### src/rtl/pu_init_pkg.sv
package pu_init_pkg;

   typedef enum logic [1:0] {
      PU_NOP = 2'd0,
      PU_MRS = 2'd1,
      PU_REF = 2'd2
   } pu_cmd_e;

   typedef enum logic [2:0] {
      ST_IDLE,
      ST_STAB,
      ST_MRS,
      ST_WMRSC,
      ST_WREF,
      ST_WRC,
      ST_DONE
   } pu_state_e;

endpackage

### src/rtl/pu_interval_timer.sv
module pu_interval_timer #(
   parameter int W = 8
) (
   input  logic         clk,
   input  logic         rst_n,
   input  logic         load_i,
   input  logic [W-1:0] value_i,
   output logic         expired_o
);

   logic [W-1:0] cnt_q;

   always_ff @(posedge clk or negedge rst_n) begin
      if (!rst_n)
         cnt_q <= '0;
      else if (load_i)
         cnt_q <= value_i;
      else if (cnt_q != '0)
         cnt_q <= cnt_q - 1'b1;
   end

   assign expired_o = (cnt_q == '0);

endmodule

### src/rtl/pu_cmd_reg.sv
module pu_cmd_reg
   import pu_init_pkg::*;
#(
   parameter int BANK_W = 3,
   parameter int ADDR_W = 20
) (
   input  logic              clk,
   input  logic              rst_n,
   input  pu_cmd_e           cmd_i,
   input  logic [BANK_W-1:0] bank_i,
   input  logic [ADDR_W-1:0] addr_i,
   output logic [1:0]        cmd_o,
   output logic [BANK_W-1:0] bank_o,
   output logic [ADDR_W-1:0] addr_o
);

   always_ff @(posedge clk or negedge rst_n) begin
      if (!rst_n) begin
         cmd_o  <= PU_NOP;
         bank_o <= '0;
         addr_o <= '0;
      end else begin
         cmd_o  <= cmd_i;
         bank_o <= bank_i;
         addr_o <= addr_i;
      end
   end

endmodule

### src/rtl/mem_init_sequencer.sv
module mem_init_sequencer
   import pu_init_pkg::*;
#(
   parameter int CLK_MHZ     = 300,
   parameter int STAB_US     = 200,
   parameter int T_MRSC      = 6,
   parameter int T_RC        = 8,
   parameter int REF_GAP_CAL = 2048,
   parameter int REF_GAP_MIN = 8,
   parameter int BANKS       = 8,
   parameter int ADDR_W      = 20,
   parameter int IMP_BIT     = 9,
   localparam int BANK_W     = $clog2(BANKS)
) (
   input  logic              clk,
   input  logic              rst_n,
   input  logic              start_i,
   input  logic [ADDR_W-1:0] mode_i,
   output logic [1:0]        cmd_o,
   output logic [BANK_W-1:0] bank_o,
   output logic [ADDR_W-1:0] addr_o,
   output logic              busy_o,
   output logic              done_o
);

   localparam int STAB_CYC = CLK_MHZ * STAB_US;
   localparam int MAX_A    = (STAB_CYC > REF_GAP_CAL) ? STAB_CYC : REF_GAP_CAL;
   localparam int MAX_B    = (T_MRSC > T_RC) ? T_MRSC : T_RC;
   localparam int MAX_C    = (MAX_B > REF_GAP_MIN) ? MAX_B : REF_GAP_MIN;
   localparam int MAX_IV   = (MAX_A > MAX_C) ? MAX_A : MAX_C;
   localparam int CNT_W    = $clog2(MAX_IV + 1);
   localparam int IDX_W    = (BANK_W > 2) ? BANK_W : 2;

   localparam logic [CNT_W-1:0] STAB_LD = CNT_W'(STAB_CYC - 1);
   localparam logic [CNT_W-1:0] MRSC_LD = CNT_W'(T_MRSC - 1);
   localparam logic [CNT_W-1:0] RC_LD   = CNT_W'(T_RC - 1);
   localparam logic [IDX_W-1:0] LAST_BK = IDX_W'(BANKS - 1);
   localparam logic [IDX_W-1:0] MRS_LST = IDX_W'(2);

   // elaboration-time parameter checks
   if (BANKS < 2 || (1 << BANK_W) != BANKS)
      $error("BANKS must be a power of two and at least 2");
   if (STAB_CYC < 1 || T_MRSC < 1 || T_RC < 1 || REF_GAP_MIN < 1 || REF_GAP_CAL < 1)
      $error("all intervals must be at least one cycle");
   if (IMP_BIT >= ADDR_W)
      $error("IMP_BIT must lie inside the mode word");

   pu_state_e         st_q, st_n;
   logic [IDX_W-1:0]  idx_q, idx_n;
   logic [ADDR_W-1:0] mode_q;
   logic              imp_q;
   logic              busy_q, busy_n, done_q, done_n;
   logic              capture;
   logic              tmr_load, tmr_exp;
   logic [CNT_W-1:0]  tmr_val, gap_ld;
   pu_cmd_e           cmd_n;
   logic [BANK_W-1:0] bank_n;
   logic [ADDR_W-1:0] addr_n;

   // refresh spacing: fold to a constant when both gaps match
   if (REF_GAP_CAL == REF_GAP_MIN) begin : g_gap_fixed
      assign gap_ld = CNT_W'(REF_GAP_MIN - 1);
   end else begin : g_gap_sel
      assign gap_ld = imp_q ? CNT_W'(REF_GAP_CAL - 1) : CNT_W'(REF_GAP_MIN - 1);
   end

   always_comb begin
      st_n     = st_q;
      idx_n    = idx_q;
      busy_n   = busy_q;
      done_n   = done_q;
      capture  = 1'b0;
      tmr_load = 1'b0;
      tmr_val  = '0;
      cmd_n    = PU_NOP;
      bank_n   = '0;
      addr_n   = '0;
      unique case (st_q)
         ST_IDLE: if (start_i) begin
            st_n     = ST_STAB;
            busy_n   = 1'b1;
            capture  = 1'b1;
            tmr_load = 1'b1;
            tmr_val  = STAB_LD;
         end
         ST_STAB: if (tmr_exp) begin
            cmd_n = PU_MRS;
            idx_n = IDX_W'(1);
            st_n  = ST_MRS;
         end
         ST_MRS: begin
            cmd_n = PU_MRS;
            if (idx_q == MRS_LST) begin
               addr_n   = mode_q;
               st_n     = ST_WMRSC;
               tmr_load = 1'b1;
               tmr_val  = MRSC_LD;
            end else begin
               idx_n = idx_q + 1'b1;
            end
         end
         ST_WMRSC: if (tmr_exp) begin
            cmd_n    = PU_REF;
            idx_n    = IDX_W'(1);
            st_n     = ST_WREF;
            tmr_load = 1'b1;
            tmr_val  = gap_ld;
         end
         ST_WREF: if (tmr_exp) begin
            cmd_n    = PU_REF;
            bank_n   = idx_q[BANK_W-1:0];
            tmr_load = 1'b1;
            if (idx_q == LAST_BK) begin
               st_n    = ST_WRC;
               tmr_val = RC_LD;
            end else begin
               idx_n   = idx_q + 1'b1;
               tmr_val = gap_ld;
            end
         end
         ST_WRC: if (tmr_exp) begin
            st_n   = ST_DONE;
            busy_n = 1'b0;
            done_n = 1'b1;
         end
         default: ;
      endcase
   end

   always_ff @(posedge clk or negedge rst_n) begin
      if (!rst_n) begin
         st_q   <= ST_IDLE;
         idx_q  <= '0;
         busy_q <= 1'b0;
         done_q <= 1'b0;
         mode_q <= '0;
         imp_q  <= 1'b0;
      end else begin
         st_q   <= st_n;
         idx_q  <= idx_n;
         busy_q <= busy_n;
         done_q <= done_n;
         if (capture) begin
            mode_q <= mode_i;
            imp_q  <= mode_i[IMP_BIT];
         end
      end
   end

   pu_interval_timer #(.W(CNT_W)) u_timer (
      .clk       (clk),
      .rst_n     (rst_n),
      .load_i    (tmr_load),
      .value_i   (tmr_val),
      .expired_o (tmr_exp)
   );

   pu_cmd_reg #(.BANK_W(BANK_W), .ADDR_W(ADDR_W)) u_out (
      .clk    (clk),
      .rst_n  (rst_n),
      .cmd_i  (cmd_n),
      .bank_i (bank_n),
      .addr_i (addr_n),
      .cmd_o  (cmd_o),
      .bank_o (bank_o),
      .addr_o (addr_o)
   );

   assign busy_o = busy_q;
   assign done_o = done_q;

endmodule

### config.mk
export PLATFORM = sky130hd
export DESIGN_NAME = mem_init_sequencer
export DESIGN_NICKNAME = d
export VERILOG_FILES = /design/src/rtl/pu_init_pkg.sv /design/src/rtl/pu_interval_timer.sv /design/src/rtl/pu_cmd_reg.sv /design/src/rtl/mem_init_sequencer.sv
export SDC_FILE = /design/constraint.sdc
export NUM_CORES = 1
export LEC_CHECK = 0
export ABC_CLOCK_PERIOD_IN_PS = 4300
export BUFFER_PORTS_ARGS = -buffer_cell sky130_fd_sc_hd__buf_2
export CAP_MARGIN = 0
export CORE_MARGIN = 1
export CORE_UTILIZATION = 40
export DETAILED_ROUTE_END_ITERATION = 12
export PLACE_DENSITY = 0.58
export SYNTH_ARGS = -nofsm -noshare
export SYNTH_HDL_FRONTEND = slang
export SYNTH_SLANG_ARGS = --single-unit
### constraint.sdc
create_clock -name clk -period 4.3 [get_ports clk]
set_clock_uncertainty 0.2 [all_clocks]
set_input_delay 0.645 -clock clk [delete_from_list [all_inputs] [get_ports clk]]
set_output_delay 0.645 -clock clk [all_outputs]
set_load 0.1 [all_outputs]
==> metrics.yaml, run 1 <==
status:
  status: "finished clean"
setup_path:
  startpoint: "idx_q[0]$_DFFE_PN0P_"
  crit_chain: "inv_1 > ha_1 > nand2b_1 > nor4b_4 > or2_2 > o21ai_0"
  crit_fanout: 25
  slowest_delay_ps: 870
  critical_path_buf_inv_count: 1
  required_ps: 4280
  r2r-end: "u_timer.cnt_q[11]$_DFFE_PN0P_"
  cp-start-kind: "flip-flop"
  r2r.worst_path.cells: 6
  ff2ff_setup_slack_ps: 1810
  worstSetupEndpointType: "flip-flop"
  endpoint: "u_timer.cnt_q[11]$_DFFE_PN0P_"
  regToRegStartpoint: "idx_q[0]$_DFFE_PN0P_"
  critPathSlowestCell: "nor4b_4"
  criticalPathCategory: "flip-flop to flip-flop"
  cp.depth: 6
  worstPathArrival_ps: 2470
  crit_family: "simple AND/OR/NAND/NOR gates"
sta:
  period_needed_ps: 2490
  final.setup.tns_ps: 0
  slew_viol_final: 0
  rsz0062_at_grt: "false"
  relSlewSlack_pct: 31.0
  layout_worst_path_cycle_share_pct: 58.0
  setup_viol: 0
  tightestPinTransition_ps: 1030
  max_freq_ghz: 0.401
  setup_slack_ps: 1810
  finalHoldViolCount: 0
placed_design:
  dpl.hpwl_mm: 3.89
  place_congestion: 0.787
  place_ws_ps: 1780
  postPlaceCellArea_sq_mm: 0.00332
  io_buffers: 49
clocking:
  cts_hold_buf: 0
  ctsRootBufferMaster: "clkbuf_8"
  clock_latency_ps: 340
  path_clk_slew_ps: 70
  clock_sinks: 69
  clock_path_buffers: 2
  cts_buffers: 9
  post_cts_buffers: 0
  cts_tree: "yes"
  htreeDepth: 3
  cts.repair.resized: 0
logic_synthesis:
  yosysSeqAreaShare_pct: 57.7
  yosys_warnings: 0
  async_reset_ff_share_pct: 100
  synth.avg_cell_area_sq_um: 10.1
  synth_edf_count: 0
  syn_inst: 297
  synthFlopType: "dfrtp_1"
  ys_types: 45
  synth.net_count: 325
  syn_area_sq_mm: 0.00299
  yosys_register_bits: 69
finish:
  final_area_sq_mm: 0.00356
  finish.utilization_pct: 49.1
  syn_to_final_growth_pct: 19.0
  drive_above_1_share_pct: 23.1
  diodes: 0
  layout.nets: 374
floorplan:
  die_y_microns: 88.5
  dieArea_sq_mm: 0.00783
  core_sq_mm: 0.00725
  ios: 50
  start_util_pct: 41.2
  die_x_microns: 88.5
  rows: 31
global_routing:
  grt_max_degree: 27
  gr-total-overflow: 0
  gr-usage-all-layers_pct: 16.8
  antenna_found_initial: 0
  grt_pass1_vias: 2089
  grt_pass1_wl_mm: 9.74
flow_run:
  drv_cap: 0
power:
  peakVddDrop_v: 0.000170
  power_leakage_nw: 1.82
  power.density_mw_per_mm2: 447
route:
  firstDrtPassIters: 5
  drt_iter0_drc: 74
  route.antenna.remaining_nets: 0
  wl_mm: 5.84
  num_vias: 2172
  avgViaCountPerCell: 4.84
  wl_per_cell_microns: 13.0
  drc: 0
hold_path:
  worst_hold_path_type: "primary input to asynchronous set/reset pin"
[synthesized netlist by cell type (2+ instances only)]
cell      instances  area (sq um)
nand2_1          72           270
dfrtp_1          69          1730
nor2_1           22          82.6
and2_1           20           125
o21ai_0          12          60.1
clkbuf_1         10          37.5
a21oi_1           7          35.0
inv_1             7          26.3
nor3_1            6          30.0
ha_1              5          62.6
nand3_1           5          25.0
xnor2_1           5          43.8
xor2_1            5          43.8
mux2i_1           4          40.0
o21ai_1           4          20.0
or3_1             4          25.0
buf_2             3          15.0
nand2b_1          3          18.8
nor2b_1           3          18.8
nor4_1            3          18.8
a21o_1            2          15.0
a31oi_1           2          12.5
nor3b_2           2          25.0
[worst register-to-register path, cell delays in order, from the launching register on]
cell	delay [ps]
dfrtp_1	380
inv_1	120
ha_1	190
nand2b_1	130
nor4b_4	870
or2_2	330
o21ai_0	100
[cell families after synthesis]
group,share of synthesized area (%)
fa+ha+maj,2.09
flops,57.7
xor+xnor,2.93
mux,2.09
buf+inv,3.01
compound gates,6.61
simple gates,25.5
[cell usage in the layout, fill, tap and decap left out, types with 4 or more instances in the layout]
| master | synthesis | final |
|---|---|---|
| a21oi_1 | 7 | 7 |
| nand3_1 | 5 | 5 |
| nor3_1 | 6 | 5 |
| nor2_1 | 22 | 22 |
| nand2_1 | 72 | 72 |
| ha_1 | 5 | 5 |
| buf_2 | 3 | 49 |
| dfrtp_1 | 69 | 69 |
| clkbuf_8 | 0 | 9 |
| and2_1 | 20 | 20 |
| o21ai_1 | 4 | 4 |
| inv_1 | 7 | 7 |
| or3_1 | 4 | 4 |
| mux2i_1 | 4 | 4 |
| xnor2_1 | 5 | 5 |
| xor2_1 | 5 | 5 |
| o21ai_0 | 12 | 12 |
[worst min path at each step]
stage / startpoint / end / slack [ps] / cells past startpoint
global placement: done_o$_DFFE_PN0P_ / done_o$_DFFE_PN0P_ / 240 / 1
detailed placement: done_o$_DFFE_PN0P_ / done_o$_DFFE_PN0P_ / 250 / 1
global route: rst_n / u_timer.cnt_q[15]$_DFFE_PN0P_ / 100 / 1
floorplan: rst_n / busy_o$_DFFE_PN0P_ / 150 / 0
CTS: rst_n / u_timer.cnt_q[15]$_DFFE_PN0P_ / 80 / 1
finish: rst_n / u_out.addr_o[9]$_DFF_PN0_ / 70 / 1
[sequential cells by signal, summed over array words and instances (netlist names)]
register / cells
mode_q: 20
u_out.addr_o: 20
u_timer.cnt_q: 16
idx_q: 3
st_q: 3
u_out.bank_o: 3
u_out.cmd_o: 2
busy_o: 1
done_o: 1
[metal layers]
layer | GRT usage, % | routed length, microns | vias up | share of wire [%]
met2 | 26.7 | 2800 | 51 | 48
met4 | 8.36 | 118 | 0 | 2.0
li1 | - | - | 1072 | -
met5 | 0 | 0 | - | 0
met3 | 3.64 | 225 | 12 | 3.9
met1 | 21.7 | 2700 | 1037 | 46
[through the flow]
stage / power (mW) / cells / hold slack, ps
2_1_floorplan: 0.908 / 297 / 149
3_3_place_gp: 0.965 / 434 / 239
3_5_place_dp: 0.971 / 434 / 246
4_1_cts: 1.61 / 449 / 84.9
5_1_grt: 1.67 / 449 / 100
6_report: 1.59 / 449 / 68.3
[area by class of cell]
cell class / instances / area, sq um
clock buffers: 9 / 124
clock inverters: 6 / 113
fillers: 707 / 3690
inverters: 7 / 26.3
multi-input cells: 207 / 1180
flip-flops and latches: 69 / 1730
well taps: 99 / 124
repair buffers: 52 / 268
[power breakdown]
group	leakage [nW]	internal, mW	switching [mW]
clock network	0.119	0.383	0.251
registers	0.874	0.718	0.0746
logic	0.828	0.0788	0.0839
Power figures use the tool's default switching activity.
==> run 2, diff against run 1 <==
- ABC_CLOCK_PERIOD_IN_PS: 4300 -> 2400
- clock period: 4.3 -> 2.4 ns (I/O delays scaled with it)
==> run 2 against run 1 <==
Combinational power up 96%. Wire length up 1.9%. Clock power up 61%. Sequential share of layout area down 2.6 points. Flip-flop and latch count unchanged. Die area unchanged. Total power up 74%. First-iteration DRC count down 22%. Cell area up 5.8%. Hold slack worse by 57 ps. Largest power group unchanged. The run now ends with design-rule violations left. Critical path depth up 1.
==> metrics.yaml, run 2 (synthesized netlist as in run 1, its figures left out) <==
clocking:
  post_cts_buffers: 0
  clock_sinks: 69
  clock_latency_ps: 340
  clock_path_buffers: 2
  cts_buffers: 9
  cts_tree: "yes"
  path_clk_slew_ps: 80
  htreeDepth: 3
  ctsRootBufferMaster: "clkbuf_8"
global_routing:
  grt_pass1_wl_mm: 10.2
  grt_pass1_vias: 2219
  antenna_found_initial: 0
  grt_max_degree: 70
  gr-total-overflow: 0
  gr-usage-all-layers_pct: 17.3
finish:
  layout_common_cells: "nand2_1 (72), dfrtp_1 (69), buf_2 (49)"
  top_regs: "mode_q (20), u_out.addr_o (20), u_timer.cnt_q (16)"
  syn_to_final_growth_pct: 25.9
  drive_above_1_share_pct: 23.5
  diodes: 0
  n_fill_cell: 682
  final_common_cell: "nand2_1"
  layout.nets: 397
  final_area_sq_mm: 0.00376
sta:
  setup_viol: 0
  layout_worst_path_cycle_share_pct: 91.1
  tightestPinTransition_ps: 496
  max_freq_ghz: 0.457
  slew_viol_final: 0
  rsz0062_at_grt: "false"
  period_needed_ps: 2190
  relSlewSlack_pct: 67.2
  final.setup.tns_ps: 0
  finalHoldViolCount: 0
route:
  wl_met2_mm: 2.87
  wl_met3_microns: 242
  firstDrtPassIters: 8
  num_vias: 2215
  avgViaCountPerCell: 4.68
  wl_mm: 5.96
  top_layer: "met4"
  wl_per_cell_microns: 12.6
  wl_met1_mm: 2.76
  route.antenna.remaining_nets: 0
  drt_iter0_drc: 58
  drc: 2
power:
  power_leakage_nw: 1.91
  power.density_mw_per_mm2: 734
  peakVddDrop_v: 0.000501
floorplan:
  ios: 50
  die_x_microns: 88.5
  dieArea_sq_mm: 0.00783
  die_y_microns: 88.5
  core_sq_mm: 0.00725
  start_util_pct: 41.2
  rows: 31
placed_design:
  place_congestion: 0.822
  postPlaceCellArea_sq_mm: 0.00339
  io_buffers: 49
  dpl.hpwl_mm: 3.92
status:
  violations: "design-rule violations"
  status: "complete, but fails checks"
setup_path:
  crit_fanout: 5
  worstPathArrival_ps: 2250
  required_ps: 2470
  ff2ff_setup_slack_ps: 210
  cp-start-kind: "flip-flop"
  criticalPathCategory: "flip-flop to flip-flop"
  worstSetupEndpointType: "flip-flop"
flow_run:
  drv_cap: 0
hold_path:
  worst_hold_path_type: "primary input to flip-flop"
## run 2: layout make-up
cell class,instances,area (sq um),area share [%]
repair buffers,75,493,13.1
flip-flops and latches,69,1730,45.9
inverters,7,26.3,0.698
well taps,99,124,3.29
clock buffers,10,128,3.39
clock inverters,6,87.6,2.33
multi-input cells,207,1180,31.3
## run 2: through the flow
stage          total power [mW]  setup slack (ps)  instances  utilization, %  hold WS, ps
6_report                   2.76               214        473            51.9         11.6
5_1_grt                    2.93              11.5        473            51.9         4.82
4_1_cts                    2.80               163        473            51.9         3.83
3_5_place_dp               1.74               179        441            46.7          214
3_3_place_gp               1.74               226        441            46.7          217
2_1_floorplan              1.63               437        297               -         -136
## run 2: layer usage
| metal | GRT usage (%) | up-vias |
|---|---|---|
| met5 | 0 | - |
| met4 | 5.43 | 0 |
| met3 | 6.44 | 10 |
| met2 | 27.4 | 41 |
| met1 | 22.1 | 1050 |
| li1 | - | 1114 |
## run 2: critical path, stage by stage, from the launching register on
cell     delay (ps)
dfrtp_1         430
inv_1           100
ha_1            190
or3b_1          410
nor3_2          320
nand3_1         150
xor2_1          180
nor3b_2         150
## run 2: final timing paths
check / from / to / cells past startpoint
worst max register to register: u_timer.cnt_q[0]$_DFFE_PN0P_ / u_timer.cnt_q[12]$_DFFE_PN0P_ / 7
worst min-delay path: mode_i[8] / mode_q[8]$_DFFE_PN0P_ / 3
worst min register to register: done_o$_DFFE_PN0P_ / done_o$_DFFE_PN0P_ / 1
max in group asynchronous: rst_n / u_out.addr_o[8]$_DFF_PN0_ / 3
worst max-delay path: u_timer.cnt_q[0]$_DFFE_PN0P_ / u_timer.cnt_q[12]$_DFFE_PN0P_ / 7
min in group asynchronous: rst_n / u_timer.cnt_q[8]$_DFFE_PN0P_ / 3
## run 2: power breakdown
group	total (mW)	switching [mW]	internal, mW
Sequential	1.42	0.137	1.29
Combinational	0.320	0.155	0.164
Clock	1.02	0.435	0.583
## run 2: what timing repair did
action | CTS | global route
hold buffers | 16 | 0
endpoints found under the hold margin | 84 | 0
gates resized for setup | 0 | 1
endpoints found under the setup margin | 0 | 2
==> run 3, diff against run 2 <==
==> constraint.sdc (replaced) <==
create_clock -name clk -period 2.4 [get_ports clk]
set_clock_uncertainty 0.2 [all_clocks]
set_input_delay 0.48 -clock clk [delete_from_list [all_inputs] [get_ports clk]]
set_output_delay 0.48 -clock clk [all_outputs]
set_load 0.1 [all_outputs]
==> run 3 against run 2 <==
The flow still finishes with violations (design-rule violations). Largest power group unchanged. First-iteration DRC count down 3.4%. Die area did not move. Fmax about the same. Largest cell class unchanged.
==> metrics.yaml, run 3 (synthesized netlist as in run 1, its figures left out) <==
placed_design:
  place_congestion: 0.822
  dpl.hpwl_mm: 3.92
  dp.cells: 441
  postPlaceCellArea_sq_mm: 0.00339
  io_buffers: 49
  place_ws_ps: 179
floorplan:
  start_util_pct: 41.2
  die_x_microns: 88.5
  ios: 50
  die_y_microns: 88.5
  rows: 31
  core_sq_mm: 0.00725
  dieArea_sq_mm: 0.00783
sta:
  layout_worst_path_cycle_share_pct: 91.2
  relSlewSlack_pct: 67.2
  fin_hold_ws_ps: 117
  slew_viol_final: 0
  max_freq_ghz: 0.457
  setup_viol: 0
  final.setup.tns_ps: 0
  setup_slack_ps: 212
  tightestPinTransition_ps: 495
  finalHoldViolCount: 0
  period_needed_ps: 2190
  rsz0062_at_grt: "false"
status:
  violations: "design-rule violations"
  status: "complete, but fails checks"
setup_path:
  worstPathArrival_ps: 2270
  required_ps: 2480
  crit_fanout: 14
  criticalPathCategory: "flip-flop to flip-flop"
  startpoint: "u_timer.cnt_q[0]$_DFFE_PN0P_"
  worstSetupEndpointType: "flip-flop"
  regToRegStartpoint: "u_timer.cnt_q[0]$_DFFE_PN0P_"
  cp-start-kind: "flip-flop"
power:
  p_total_mw: 2.74
  peakVddDrop_v: 0.000496
  p_int_mw: 2.02
  swShare_pct: 26.4
  p_comb_share_pct: 10.9
  power_leakage_nw: 1.84
  p_sw_mw: 0.725
  power_frac_clock_pct: 37.2
  power.density_mw_per_mm2: 759
  p_seq_share_pct: 51.9
clocking:
  clock_latency_ps: 350
  cts_tree: "yes"
  clock_path_buffers: 2
  clock_sinks: 69
  post_cts_buffers: 0
  cts_buffers: 9
  ctsRootBufferMaster: "clkbuf_8"
  htreeDepth: 3
  path_clk_slew_ps: 70
finish:
  stdcell_count: 458
  layout.nets: 382
  top_regs: "mode_q (20), u_out.addr_o (20), u_timer.cnt_q (16)"
  drive_above_1_share_pct: 24.5
  n_fill_cell: 700
  diodes: 0
  seqCellArea_sq_mm: 0.00173
  syn_to_final_growth_pct: 20.9
  multi_input_area_sq_mm: 0.00118
  finish.utilization_pct: 49.8
  layout_common_cells: "nand2_1 (72), dfrtp_1 (69), buf_2 (49)"
  final_area_sq_mm: 0.00361
  final_common_cell: "nand2_1"
route:
  drc: 2
  firstDrtPassIters: 8
  num_vias: 2171
  wl_per_cell_microns: 12.7
  drt_iter0_drc: 56
  route.antenna.remaining_nets: 0
  wl_mm: 5.83
  avgViaCountPerCell: 4.74
global_routing:
  met3_usage_pct: 6.53
  gr-usage-all-layers_pct: 17.0
  busiest_layer: "met2"
  antenna_found_initial: 0
  grt_use_met2_pct: 27.0
  grt_pass1_vias: 2188
  gr-total-overflow: 0
  use_met1_pct: 21.6
  grt_max_degree: 70
  grt_pass1_wl_mm: 10.1
hold_path:
  worst_hold_path_type: "primary input to flip-flop"
  hp-start: "mode_i[2]"
flow_run:
  drv_cap: 0
==> run 3: changes by cell type in the layout (fill, tap and decap cells not counted) <==
cell,before,now
dlygate4sd3_1,16,1
==> run 3: worst paths after layout <==
path | end | slack, ps | cells past startpoint
worst min-delay path | mode_q[2]$_DFFE_PN0P_ | 120 | 3
min in group asynchronous | u_timer.cnt_q[8]$_DFFE_PN0P_ | 490 | 3
max in group asynchronous | u_out.addr_o[8]$_DFF_PN0_ | 1230 | 3
worst min register to register | done_o$_DFFE_PN0P_ | 260 | 1
worst max register to register | u_timer.cnt_q[15]$_DFFE_PN0P_ | 210 | 7
worst max-delay path | u_timer.cnt_q[15]$_DFFE_PN0P_ | 210 | 7
==> run 3: metal layers <==
metal | vias up | wire length (microns) | share of wire (%)
met4 | 0 | 102 | 1.7
met5 | - | 0 | 0
met2 | 44 | 2750 | 47
met1 | 1030 | 2720 | 47
met3 | 12 | 261 | 4.5
li1 | 1085 | - | -
==> run 3: layout make-up <==
type / instances / share of cell area, %
multi-input combinational: 207 / 32.6
tap: 99 / 3.43
sequential: 69 / 47.8
clock inverter: 6 / 2.42
timing repair buffer: 60 / 9.48
clock buffer: 10 / 3.53
inverter: 7 / 0.727
==> run 3: power groups by stage <==
stage	registers (mW)	logic [mW]	clock network (mW)
6_report	1.42	0.300	1.02
5_1_grt	1.45	0.357	1.10
4_1_cts	1.42	0.306	1.05
3_5_place_dp	1.44	0.301	0
3_3_place_gp	1.44	0.300	0
2_1_floorplan	1.41	0.215	0
==> run 3: repair_timing <==
item                                    4_1_cts  5_1_grt
hold buffers                                  1        0
endpoints found under the setup margin        0        2
endpoints found under the hold margin        69        0
gates resized for setup                       0        1
==> run 3: critical path: stages, from the launching register on <==
cell and delay (ps):
dfrtp_1 430, inv_1 100, ha_1 130, nor4b_2 290, and4_4 400, nand2_1 130, a211oi_1 300, a211o_1 150
